File: config.mk
export PLATFORM = sky130hd
export DESIGN_NAME = rtc_alarm_irq
export DESIGN_NICKNAME = d
export VERILOG_FILES = /design/src/rtl/rtc_pkg.sv /design/src/rtl/rtc_prescaler.sv /design/src/rtl/rtc_calendar.sv /design/src/rtl/rtc_alarm.sv /design/src/rtl/rtc_watchdog.sv /design/src/rtl/rtc_alarm_irq.sv
export SDC_FILE = /design/constraint.sdc
export NUM_CORES = 1
export LEC_CHECK = 0
export BUFFER_PORTS_ARGS = -buffer_cell sky130_fd_sc_hd__buf_2
export CAP_MARGIN = 20
export CORE_MARGIN = 2
export CORE_UTILIZATION = 55
export CTS_CLUSTER_SIZE = 30
export DETAILED_ROUTE_END_ITERATION = 16
export HOLD_SLACK_MARGIN = 0.08
export PLACE_DENSITY = 0.75
export SLEW_MARGIN = 20
export SYNTH_ARGS = -nofsm -noshare
export SYNTH_HDL_FRONTEND = slang
export SYNTH_SLANG_ARGS = --single-unit
File: constraint.sdc
create_clock -name clk -period 2.2 [get_ports clk]
set_input_delay 0.33 -clock clk [delete_from_list [all_inputs] [get_ports clk]]
set_output_delay 0.33 -clock clk [all_outputs]
set_load 0.01 [all_outputs]
File: src/rtl/rtc_pkg.sv
package rtc_pkg;

  localparam int BYTE_W = 8;
  localparam int NSRC   = 3;

  localparam logic [3:0] RA_SEC    = 4'd0;
  localparam logic [3:0] RA_MIN    = 4'd1;
  localparam logic [3:0] RA_HOUR   = 4'd2;
  localparam logic [3:0] RA_DATE   = 4'd3;
  localparam logic [3:0] RA_MONTH  = 4'd4;
  localparam logic [3:0] RA_YEAR   = 4'd5;
  localparam logic [3:0] RA_ASEC   = 4'd6;
  localparam logic [3:0] RA_AMIN   = 4'd7;
  localparam logic [3:0] RA_AHOUR  = 4'd8;
  localparam logic [3:0] RA_ADATE  = 4'd9;
  localparam logic [3:0] RA_AMODE  = 4'd10;
  localparam logic [3:0] RA_WDOG   = 4'd11;
  localparam logic [3:0] RA_ICTL   = 4'd12;
  localparam logic [3:0] RA_FLAGS  = 4'd13;

  typedef enum logic [2:0] {
    AM_ONCE   = 3'd0,
    AM_SECOND = 3'd1,
    AM_MINUTE = 3'd2,
    AM_HOUR   = 3'd3,
    AM_DAY    = 3'd4
  } alarm_mode_e;

  typedef struct packed {
    logic [BYTE_W-1:0] sec;
    logic [BYTE_W-1:0] min;
    logic [BYTE_W-1:0] hour;
    logic [BYTE_W-1:0] date;
    logic [BYTE_W-1:0] month;
    logic [BYTE_W-1:0] year;
  } rtc_time_t;

  // BCD increment of a two-digit value (no wrap handling)
  function automatic logic [7:0] bcd_step(input logic [7:0] v);
    if (v[3:0] >= 4'd9) return {v[7:4] + 4'd1, 4'd0};
    return {v[7:4], v[3:0] + 4'd1};
  endfunction

  // last day of a month, both inputs and result in BCD
  function automatic logic [7:0] month_end(input logic [7:0] mo, input logic [7:0] yr);
    logic [6:0] ybin;
    ybin = 7'(yr[7:4]) * 7'd10 + 7'(yr[3:0]);
    case (mo)
      8'h02:                      return (ybin[1:0] == 2'b00) ? 8'h29 : 8'h28;
      8'h04, 8'h06, 8'h09, 8'h11: return 8'h30;
      default:                    return 8'h31;
    endcase
  endfunction

  // alarm comparison per mode
  function automatic logic alarm_match(input logic [2:0] mode,
                                       input logic [7:0] s,  input logic [7:0] m,
                                       input logic [7:0] h,  input logic [7:0] d,
                                       input logic [7:0] as, input logic [7:0] am,
                                       input logic [7:0] ah, input logic [7:0] ad);
    logic es, em, eh, ed;
    es = (s == as); em = (m == am); eh = (h == ah); ed = (d == ad);
    case (mode)
      AM_ONCE:   return es & em & eh & ed;
      AM_SECOND: return 1'b1;
      AM_MINUTE: return es;
      AM_HOUR:   return es & em;
      AM_DAY:    return es & em & eh;
      default:   return 1'b0;
    endcase
  endfunction

endpackage

File: src/rtl/rtc_prescaler.sv
module rtc_prescaler #(
  parameter int REF_PER_SEC = 32768
) (
  input  logic clk,
  input  logic rst_n,
  input  logic ref_tick,
  input  logic restart,
  output logic sec_tick
);
  localparam int CW = (REF_PER_SEC > 2) ? $clog2(REF_PER_SEC) : 1;
  localparam logic [CW-1:0] LAST = CW'(REF_PER_SEC - 1);

  logic [CW-1:0] cnt_q;
  logic          at_last;

  assign at_last  = (cnt_q == LAST);
  assign sec_tick = ref_tick & at_last;

  always_ff @(posedge clk or negedge rst_n) begin
    if (!rst_n)        cnt_q <= '0;
    else if (restart)  cnt_q <= '0;
    else if (ref_tick) cnt_q <= at_last ? '0 : cnt_q + CW'(1);
  end
endmodule

File: src/rtl/rtc_calendar.sv
module rtc_calendar
  import rtc_pkg::*;
(
  input  logic       clk,
  input  logic       rst_n,
  input  logic       tick,
  input  logic       wr_en,
  input  logic [3:0] wr_sel,
  input  logic [7:0] wr_data,
  output rtc_time_t  now,
  output logic       advance
);
  rtc_time_t t_q, t_nx;
  logic s_wrap, m_wrap, h_wrap, d_wrap, mo_wrap, y_wrap;

  assign advance = tick & ~wr_en;

  always_comb begin
    s_wrap  = (t_q.sec   == 8'h59);
    m_wrap  = (t_q.min   == 8'h59);
    h_wrap  = (t_q.hour  == 8'h23);
    d_wrap  = (t_q.date  == month_end(t_q.month, t_q.year));
    mo_wrap = (t_q.month == 8'h12);
    y_wrap  = (t_q.year  == 8'h99);
    t_nx = t_q;
    t_nx.sec = s_wrap ? 8'h00 : bcd_step(t_q.sec);
    if (s_wrap) begin
      t_nx.min = m_wrap ? 8'h00 : bcd_step(t_q.min);
      if (m_wrap) begin
        t_nx.hour = h_wrap ? 8'h00 : bcd_step(t_q.hour);
        if (h_wrap) begin
          t_nx.date = d_wrap ? 8'h01 : bcd_step(t_q.date);
          if (d_wrap) begin
            t_nx.month = mo_wrap ? 8'h01 : bcd_step(t_q.month);
            if (mo_wrap) t_nx.year = y_wrap ? 8'h00 : bcd_step(t_q.year);
          end
        end
      end
    end
  end

  always_ff @(posedge clk or negedge rst_n) begin
    if (!rst_n) begin
      t_q <= '{sec: 8'h00, min: 8'h00, hour: 8'h00, date: 8'h01, month: 8'h01, year: 8'h00};
    end else if (wr_en) begin
      case (wr_sel)
        RA_SEC:   t_q.sec   <= wr_data;
        RA_MIN:   t_q.min   <= wr_data;
        RA_HOUR:  t_q.hour  <= wr_data;
        RA_DATE:  t_q.date  <= wr_data;
        RA_MONTH: t_q.month <= wr_data;
        default:  t_q.year  <= wr_data;
      endcase
    end else if (tick) begin
      t_q <= t_nx;
    end
  end

  assign now = t_q;
endmodule

File: src/rtl/rtc_alarm.sv
module rtc_alarm
  import rtc_pkg::*;
(
  input  logic       clk,
  input  logic       rst_n,
  input  logic       tick,
  input  logic [7:0] now_sec,
  input  logic [7:0] now_min,
  input  logic [7:0] now_hour,
  input  logic [7:0] now_date,
  input  logic       wr_en,
  input  logic [3:0] wr_addr,
  input  logic [7:0] wr_data,
  output logic [7:0] al_sec,
  output logic [7:0] al_min,
  output logic [7:0] al_hour,
  output logic [7:0] al_date,
  output logic [2:0] mode,
  output logic       armed,
  output logic       hit,
  output logic       once_mode,
  output logic       cfg_wr
);
  logic tick_d;

  assign cfg_wr    = wr_en & (wr_addr == RA_AMODE);
  assign once_mode = (mode == AM_ONCE);
  assign hit = tick_d & armed &
               alarm_match(mode, now_sec, now_min, now_hour, now_date,
                           al_sec, al_min, al_hour, al_date);

  always_ff @(posedge clk or negedge rst_n) begin
    if (!rst_n) begin
      tick_d  <= 1'b0;
      al_sec  <= 8'h00;
      al_min  <= 8'h00;
      al_hour <= 8'h00;
      al_date <= 8'h00;
      mode    <= 3'd0;
      armed   <= 1'b0;
    end else begin
      tick_d <= tick;
      if (wr_en) begin
        case (wr_addr)
          RA_ASEC:  al_sec  <= wr_data;
          RA_AMIN:  al_min  <= wr_data;
          RA_AHOUR: al_hour <= wr_data;
          RA_ADATE: al_date <= wr_data;
          default: ;
        endcase
      end
      if (cfg_wr) begin
        mode  <= wr_data[2:0];
        armed <= wr_data[3];
      end else if (hit && once_mode) begin
        armed <= 1'b0;
      end
    end
  end
endmodule

File: src/rtl/rtc_watchdog.sv
module rtc_watchdog #(
  parameter int CNT_W = 8
) (
  input  logic             clk,
  input  logic             rst_n,
  input  logic             tick,
  input  logic             reload,
  input  logic [CNT_W-1:0] reload_val,
  output logic [CNT_W-1:0] count,
  output logic [CNT_W-1:0] timeout,
  output logic             fire
);
  logic running;

  assign running = (timeout != '0) & (count != '0);
  assign fire    = tick & ~reload & running & (count == CNT_W'(1));

  always_ff @(posedge clk or negedge rst_n) begin
    if (!rst_n) begin
      count   <= '0;
      timeout <= '0;
    end else if (reload) begin
      count   <= reload_val;
      timeout <= reload_val;
    end else if (tick && running) begin
      count <= count - CNT_W'(1);
    end
  end
endmodule

File: src/rtl/rtc_alarm_irq.sv
module rtc_alarm_irq
  import rtc_pkg::*;
#(
  parameter int REF_PER_SEC = 32768
) (
  input  logic       clk,
  input  logic       rst_n,
  input  logic       ref_tick,
  input  logic       pwr_fail,
  input  logic       reg_we,
  input  logic       reg_re,
  input  logic [3:0] reg_addr,
  input  logic [7:0] reg_wdata,
  output logic [7:0] reg_rdata,
  output logic       irq_o,
  output logic       irq_oe
);
  localparam int WD_W = BYTE_W;

  rtc_time_t        now;
  logic             sec_tick, cal_adv, time_wr;
  logic [7:0]       al_sec, al_min, al_hour, al_date;
  logic [2:0]       al_mode;
  logic             al_armed, alarm_hit, al_once, al_cfg_wr;
  logic [WD_W-1:0]  wd_count, wd_tmo;
  logic             wd_fire, wd_wr;
  logic             pf_d, pf_event;
  logic [NSRC-1:0]  int_en, flags, src_event;
  logic             drive_pp, flag_clr, irq_active;

  assign time_wr  = reg_we & (reg_addr <= RA_YEAR);
  assign wd_wr    = reg_we & (reg_addr == RA_WDOG);
  assign flag_clr = reg_re & (reg_addr == RA_FLAGS);

  rtc_prescaler #(.REF_PER_SEC(REF_PER_SEC)) u_presc (
    .clk(clk), .rst_n(rst_n), .ref_tick(ref_tick),
    .restart(reg_we & (reg_addr == RA_SEC)), .sec_tick(sec_tick)
  );

  rtc_calendar u_cal (
    .clk(clk), .rst_n(rst_n), .tick(sec_tick),
    .wr_en(time_wr), .wr_sel(reg_addr), .wr_data(reg_wdata),
    .now(now), .advance(cal_adv)
  );

  rtc_alarm u_alarm (
    .clk(clk), .rst_n(rst_n), .tick(sec_tick),
    .now_sec(now.sec), .now_min(now.min), .now_hour(now.hour), .now_date(now.date),
    .wr_en(reg_we), .wr_addr(reg_addr), .wr_data(reg_wdata),
    .al_sec(al_sec), .al_min(al_min), .al_hour(al_hour), .al_date(al_date),
    .mode(al_mode), .armed(al_armed), .hit(alarm_hit), .once_mode(al_once),
    .cfg_wr(al_cfg_wr)
  );

  rtc_watchdog #(.CNT_W(WD_W)) u_wdog (
    .clk(clk), .rst_n(rst_n), .tick(sec_tick), .reload(wd_wr),
    .reload_val(reg_wdata), .count(wd_count), .timeout(wd_tmo), .fire(wd_fire)
  );

  assign pf_event  = pwr_fail & ~pf_d;
  assign src_event = {pf_event, wd_fire, alarm_hit};

  always_ff @(posedge clk or negedge rst_n) begin
    if (!rst_n) begin
      pf_d     <= 1'b0;
      flags    <= '0;
      int_en   <= '0;
      drive_pp <= 1'b0;
    end else begin
      pf_d  <= pwr_fail;
      flags <= (flag_clr ? '0 : flags) | src_event;
      if (reg_we && reg_addr == RA_ICTL) begin
        int_en   <= reg_wdata[NSRC-1:0];
        drive_pp <= reg_wdata[3];
      end
    end
  end

  assign irq_active = |(flags & int_en);
  assign irq_o      = drive_pp ? irq_active : 1'b0;
  assign irq_oe     = drive_pp ? 1'b1 : irq_active;

  always_comb begin
    case (reg_addr)
      RA_SEC:   reg_rdata = now.sec;
      RA_MIN:   reg_rdata = now.min;
      RA_HOUR:  reg_rdata = now.hour;
      RA_DATE:  reg_rdata = now.date;
      RA_MONTH: reg_rdata = now.month;
      RA_YEAR:  reg_rdata = now.year;
      RA_ASEC:  reg_rdata = al_sec;
      RA_AMIN:  reg_rdata = al_min;
      RA_AHOUR: reg_rdata = al_hour;
      RA_ADATE: reg_rdata = al_date;
      RA_AMODE: reg_rdata = {4'b0, al_armed, al_mode};
      RA_WDOG:  reg_rdata = wd_count;
      RA_ICTL:  reg_rdata = {4'b0, drive_pp, int_en};
      RA_FLAGS: reg_rdata = {5'b0, flags};
      default:  reg_rdata = 8'h00;
    endcase
  end
endmodule

# ---- Word-level counts from Yosys, hierarchy flattened
# Index checks and enable logic that the tools add are counted.
# W data, S select, Z words.
dict set report word_totals {
  in_bits 18
  elab_cells 217
  ff_bits 124
  out_inout_bits 10
}
dict set report classes {
  order_cmp 7
  n_bitwise 20
  n_mux 66
  mul 1
  eq_ne 40
  addsub 15
  n_reduce_logical 42
}
# op count
set ops {}
lappend ops {{$mux W8} 27}
lappend ops {{$pmux W8 S14} 1}
lappend ops {{$mux W48} 2}
lappend ops {{$add A4 B1 Y4 const B} 12}
lappend ops {{$mux W15} 3}
lappend ops {{$eq A8 B8 Y1} 5}
lappend ops {{$mux W40} 1}
lappend ops {{$mux W32} 1}
lappend ops {{$mux W1} 26}
lappend ops {{$eq A4 B4 Y1 const B} 6}
lappend ops {{$ge A4 B4 Y1 const B} 6}
lappend ops {{$mux W24} 1}
lappend ops {{$reduce_bool A2 Y1} 9}
lappend ops {{$reduce_bool A3 Y1} 6}
lappend ops {{$and A1 B1 Y1} 16}
lappend ops {{$eq A4 B3 Y1 const B} 4}
lappend ops {{$eq A8 B3 Y1 const B} 2}
lappend ops {{$eq A8 B5 Y1 const B} 2}
lappend ops {{$eq A8 B7 Y1 const B} 2}
lappend ops {{$mux W16} 1}
lappend ops {{$pmux W8 S2} 1}
lappend ops {{$reduce_bool A8 Y1} 2}
lappend ops {{$add A15 B1 Y15 const B} 1}
lappend ops {{$eq A15 B15 Y1 const B} 1}
lappend ops {{35 further kinds} 53}

# ---- Longest topological paths before layout
dict set report depth {
  word_depth 19
  mapped_depth 12
  depth_no_buf 10
}

# ---- Modules after synthesis
# From an unflattened synthesis, not the netlist that was laid out.
dict set report hier_totals {
  cells_unflattened 912
  hier_area_um2 8572.0
}
# mod seq_area_each_um2 area_per_inst_um2 instances cells_each
set modules_own_cells {}
lappend modules_own_cells {rtc_calendar 1203.7 3642.2 1 428}
lappend modules_own_cells {rtc_alarm 925.9 1846.8 1 137}
lappend modules_own_cells {rtc_alarm_irq 200.2 1382.6 1 172}
lappend modules_own_cells {rtc_watchdog 400.4 897.1 1 94}
lappend modules_own_cells {rtc_prescaler 375.4 803.3 1 81}

# ---- Worst setup path after synthesis
# No wires, ideal clock.
dict set report synth_timing {
  path_type {register -> register}
  from {register u_cal.t_q, in the netlist u_cal.now[33]}
  to {register u_cal.t_q, in the netlist u_cal.now[5]}
  t_arrival_ps 2278
  required_time_ps 2073
  path_stages_with_launch 11
  n_path_buf 0
  period_less_slack_ps 2406
  setup_slack_ps -206
  setup_ps 127
  cell_sequence {dfrtp_1 -> inv_1 -> ha_1 -> nor4bb_1 -> nand3_1 -> nor4_2 -> a41oi_2 -> nor2_2 -> and3_4 -> nand2_2 -> mux2_1}
}
dict set report synth_via {
  elab_chain_cells 3
}
# item line
set synth_rtl {}
lappend synth_rtl {{start, declared} rtc_calendar.sv:13} ;# rtc_time_t t_q, t_nx;
lappend synth_rtl {{start signal, assigned} rtc_calendar.sv:44} ;# t_q <= '{sec: 8'h00, min: 8'h00, hour: 8'h00, date: 8'h01, month: 8'h01, year: 8'h00};
lappend synth_rtl {{start signal, assigned} rtc_calendar.sv:55} ;# t_q <= t_nx;
lappend synth_rtl {{$eq A8 B7 Y1} rtc_calendar.sv:20} ;# m_wrap = (t_q.min == 8'h59);
lappend synth_rtl {{$reduce_bool A2 Y1 (no source line)} -}
lappend synth_rtl {{$reduce_and A8 Y1 (no source line)} -}
# No other way between the ends.
# A chain may end at the register's enable or synchronous reset.

# ---- Worst setup path in the final report
dict set report layout_timing {
  from {register u_cal.t_q, in the netlist u_cal.now[41]}
  to {register u_cal.t_q, in the netlist u_cal.now[5]}
}
dict set report layout_via {
  elab_chain_cells 3
}
# item line
set layout_rtl {}
lappend layout_rtl {{$eq A8 B7 Y1} rtc_calendar.sv:19} ;# s_wrap = (t_q.sec == 8'h59);
lappend layout_rtl {{$reduce_bool A2 Y1 (no source line)} -}
lappend layout_rtl {{$reduce_and A8 Y1 (no source line)} -}
# No other way between the ends.

==> impl_metrics.ini <==
[sta]
slew_headroom_pct = 62.2
min_period_over_period_pct = 109
holdWs_ns = 0.259
max_freq_ghz = 0.418
hold_viol = 0
worstMarginPinSlew_ns = 0.565
skew_ns = 0.0108
finalSetupViolCount = 36
tns_ns = -3.52
rsz0062_at_grt = true
fin_crit_ns = 2.39
drv_slew = 0
fin_ws_ns = -0.195

[clock_tree]
cts-root-buf = clkbuf_16
cts_tree = done
cts.path.max_buffers = 2
clk_latency_ns = 0.44
cts_max_level = 4
path_clk_slew_ns = 0.06
cts_made_buffers = 17
cts_sinks = 124

[place]
place_congestion = 1.02
dp_hpwl_um = 19700
pre_cts_ws_ns = -0.237
io_buffer_count = 27
dpl_cell_area_um2 = 9440
place_inst = 1196

[grt]
grt_pass1_wl_um = 43100
antenna_found_initial = 0
grt.total_usage_pct = 36.0
grt_max_degree = 41
grt_pass1_vias = 7736
gr-total-overflow = 0

[synthesis]
ys_top_cells_by_area = dfrtp_1 (38%), mux2_2 (6.1%), ha_1 (5.5%)
seq_area_frac_synth_pct = 38.8
syn_area_per_cell_um2 = 9.20
synthTopCellsByCount = dfrtp_1 (122), nand2_1 (90), nor2_1 (71)
ys_types = 82
synth_nets = 922
synth_edf_count = 0
synth_warnings = 0
yosysMostFrequentCell = dfrtp_1
synth_cells = 869
synth_top_cell_by_area = dfrtp_1
synth_top_area_share_pct = 38.2
synth_area_um2 = 8000
synthArstFlopShare_pct = 100
ys_ff_latch = 124
ys.flop_type = dfrtp_1

[route]
num_vias = 8245
drt-pass1-iter-count = 6
vias_per_cell = 6.54
wl_per_cell_um = 22.9
drcViolationCount = 0
initialDrtViolationCount = 1253
route.antenna.remaining_nets = 0
wl_um = 28900

[cells_and_area]
fin_nets = 1116
fin_cells = 1261
area_growth_pct = 35.8
fill_cells = 915
final_util_pct = 75.6
final_cell_area_um2 = 10900
drive_above_1_share_pct = 37.5

[floorplan]
rows = 44
core_um2 = 14400
top_level_ports = 28
die_area_um2 = 15500
start_util_pct = 55.7
chipWidth_um = 125
die_y_um = 125

[worst_setup_path]
cp-startpoint = u_cal.now[41]
critPathKind = reg2reg
worstReg2RegStart = u_cal.now[41]
required_ns = 2.52
cp-start-kind = flip-flop
cp_max_fo = 4
end_kind = flip-flop
arrival_ns = 2.71

[pwr]
ir_worst_vdd_mv = 0.753
p_per_area_nw_per_um2 = 760
total_power_mw = 8.26
leakage_nw = 4.96

[run]
cap_violations = 0

[hold_path]
hp-class = in2reg
worstHoldStart = reg_wdata[4]

[run_status]
run_status = finished, violations left
violations = setup timing
[cells by family after synthesis]
logic type                 synth area share, %
and+or+nand+nor                           19.7
AOI/OAI and AO/OA                         18.4
DFF                                       38.8
buffers and inverters                     4.21
muxes                                     7.78
xor gates and xnor gates                  5.59
adders and majority gates                 5.48
[layout by cell type (no fill, tap or decap), types with 8 or more instances in the layout]
| master | n |
|---|---|
| a21oi_2 | 9 |
| dfrtp_1 | 115 |
| o21ai_0 | 47 |
| buf_6 | 22 |
| nor2_2 | 10 |
| nand2b_1 | 8 |
| a22o_1 | 9 |
| nor2_1 | 62 |
| nand3_1 | 33 |
| a22oi_1 | 9 |
| mux2_2 | 43 |
| ha_1 | 29 |
| o31a_1 | 8 |
| a21oi_1 | 22 |
| clkbuf_16 | 17 |
| a31oi_1 | 16 |
| and3_1 | 11 |
| xor2_1 | 40 |
| inv_1 | 33 |
| nand2_1 | 89 |
| nor4_1 | 9 |
| xnor2_1 | 8 |
| buf_4 | 163 |
| o21ai_1 | 16 |
| nand4_1 | 12 |
| buf_2 | 25 |
[critical path, cell delays in order (launching register included)]
cell and delay [ns]:
dfrtp_1 0.41, inv_2 0.07, ha_2 0.17, nand4_1 0.20, nor4_4 0.40, a41oi_2 0.21
nor2_2 0.21, and3_4 0.25, nand2_4 0.07, mux2_4 0.29
[where the power goes]
part / internal, mW / total (mW) / switching [mW]
logic: 0.991 / 2.13 / 1.14
clock network: 1.84 / 3.00 / 1.16
registers: 2.65 / 3.13 / 0.479
total: 5.48 / 8.26 / 2.78
[sequential cells by signal, summed over array words and instances, names as in the netlist, 3 cells and up]
register	flops
u_presc.cnt_q	15
u_alarm.mode	3
u_cal.now	48
int_en	3
u_wdog.count	8
u_alarm.al_date	8
u_wdog.timeout	8
u_alarm.al_sec	8
flags	3
u_alarm.al_min	8
u_alarm.al_hour	8
[path summary, 6_finish.rpt]
check / end / slack [ns] / cells past startpoint
setup / recovery: u_cal.now[5] / -0.19 / 9
hold / removal: u_wdog.timeout[4] / 0.26 / 3
setup reg to reg: u_cal.now[5] / -0.19 / 9
hold reg to reg: flags[2] / 0.43 / 1
max in group asynchronous: u_alarm.al_hour[6] / 1.20 / 3
min in group asynchronous: u_cal.now[12] / 0.37 / 2
[final cells by class]
type,count,area [um^2],share of cell area [%]
Timing Repair Buffer,216,1700,15.6
Antenna cell,1,2.50,0.0230
Inverter,39,146,1.35
Sequential cell,124,3110,28.7
Clock inverter,14,184,1.69
Clock buffer,18,439,4.04
Multi-Input combinational cell,665,5050,46.5
Tap cell,184,230,2.12
[metal layers]
metal  wire length [um]  up-vias  track usage [%]
met2              13200      523             56.3
met5                  0        -                0
li1                   -     3558                -
met1              11200     4019             47.4
met3               2970      145             8.51
met4               1550        0             17.1
[repair_timing]
action | CTS | global route
setup buffers | 15 | 16
hold buffers | 2 | 0
gates resized for setup | 45 | 103
gates cloned | 0 | 0
hold endpoints to repair | 24 | 0
pin swaps | 24 | 35
setup endpoints to repair | 39 | 56
Power figures use the tool's default switching activity.
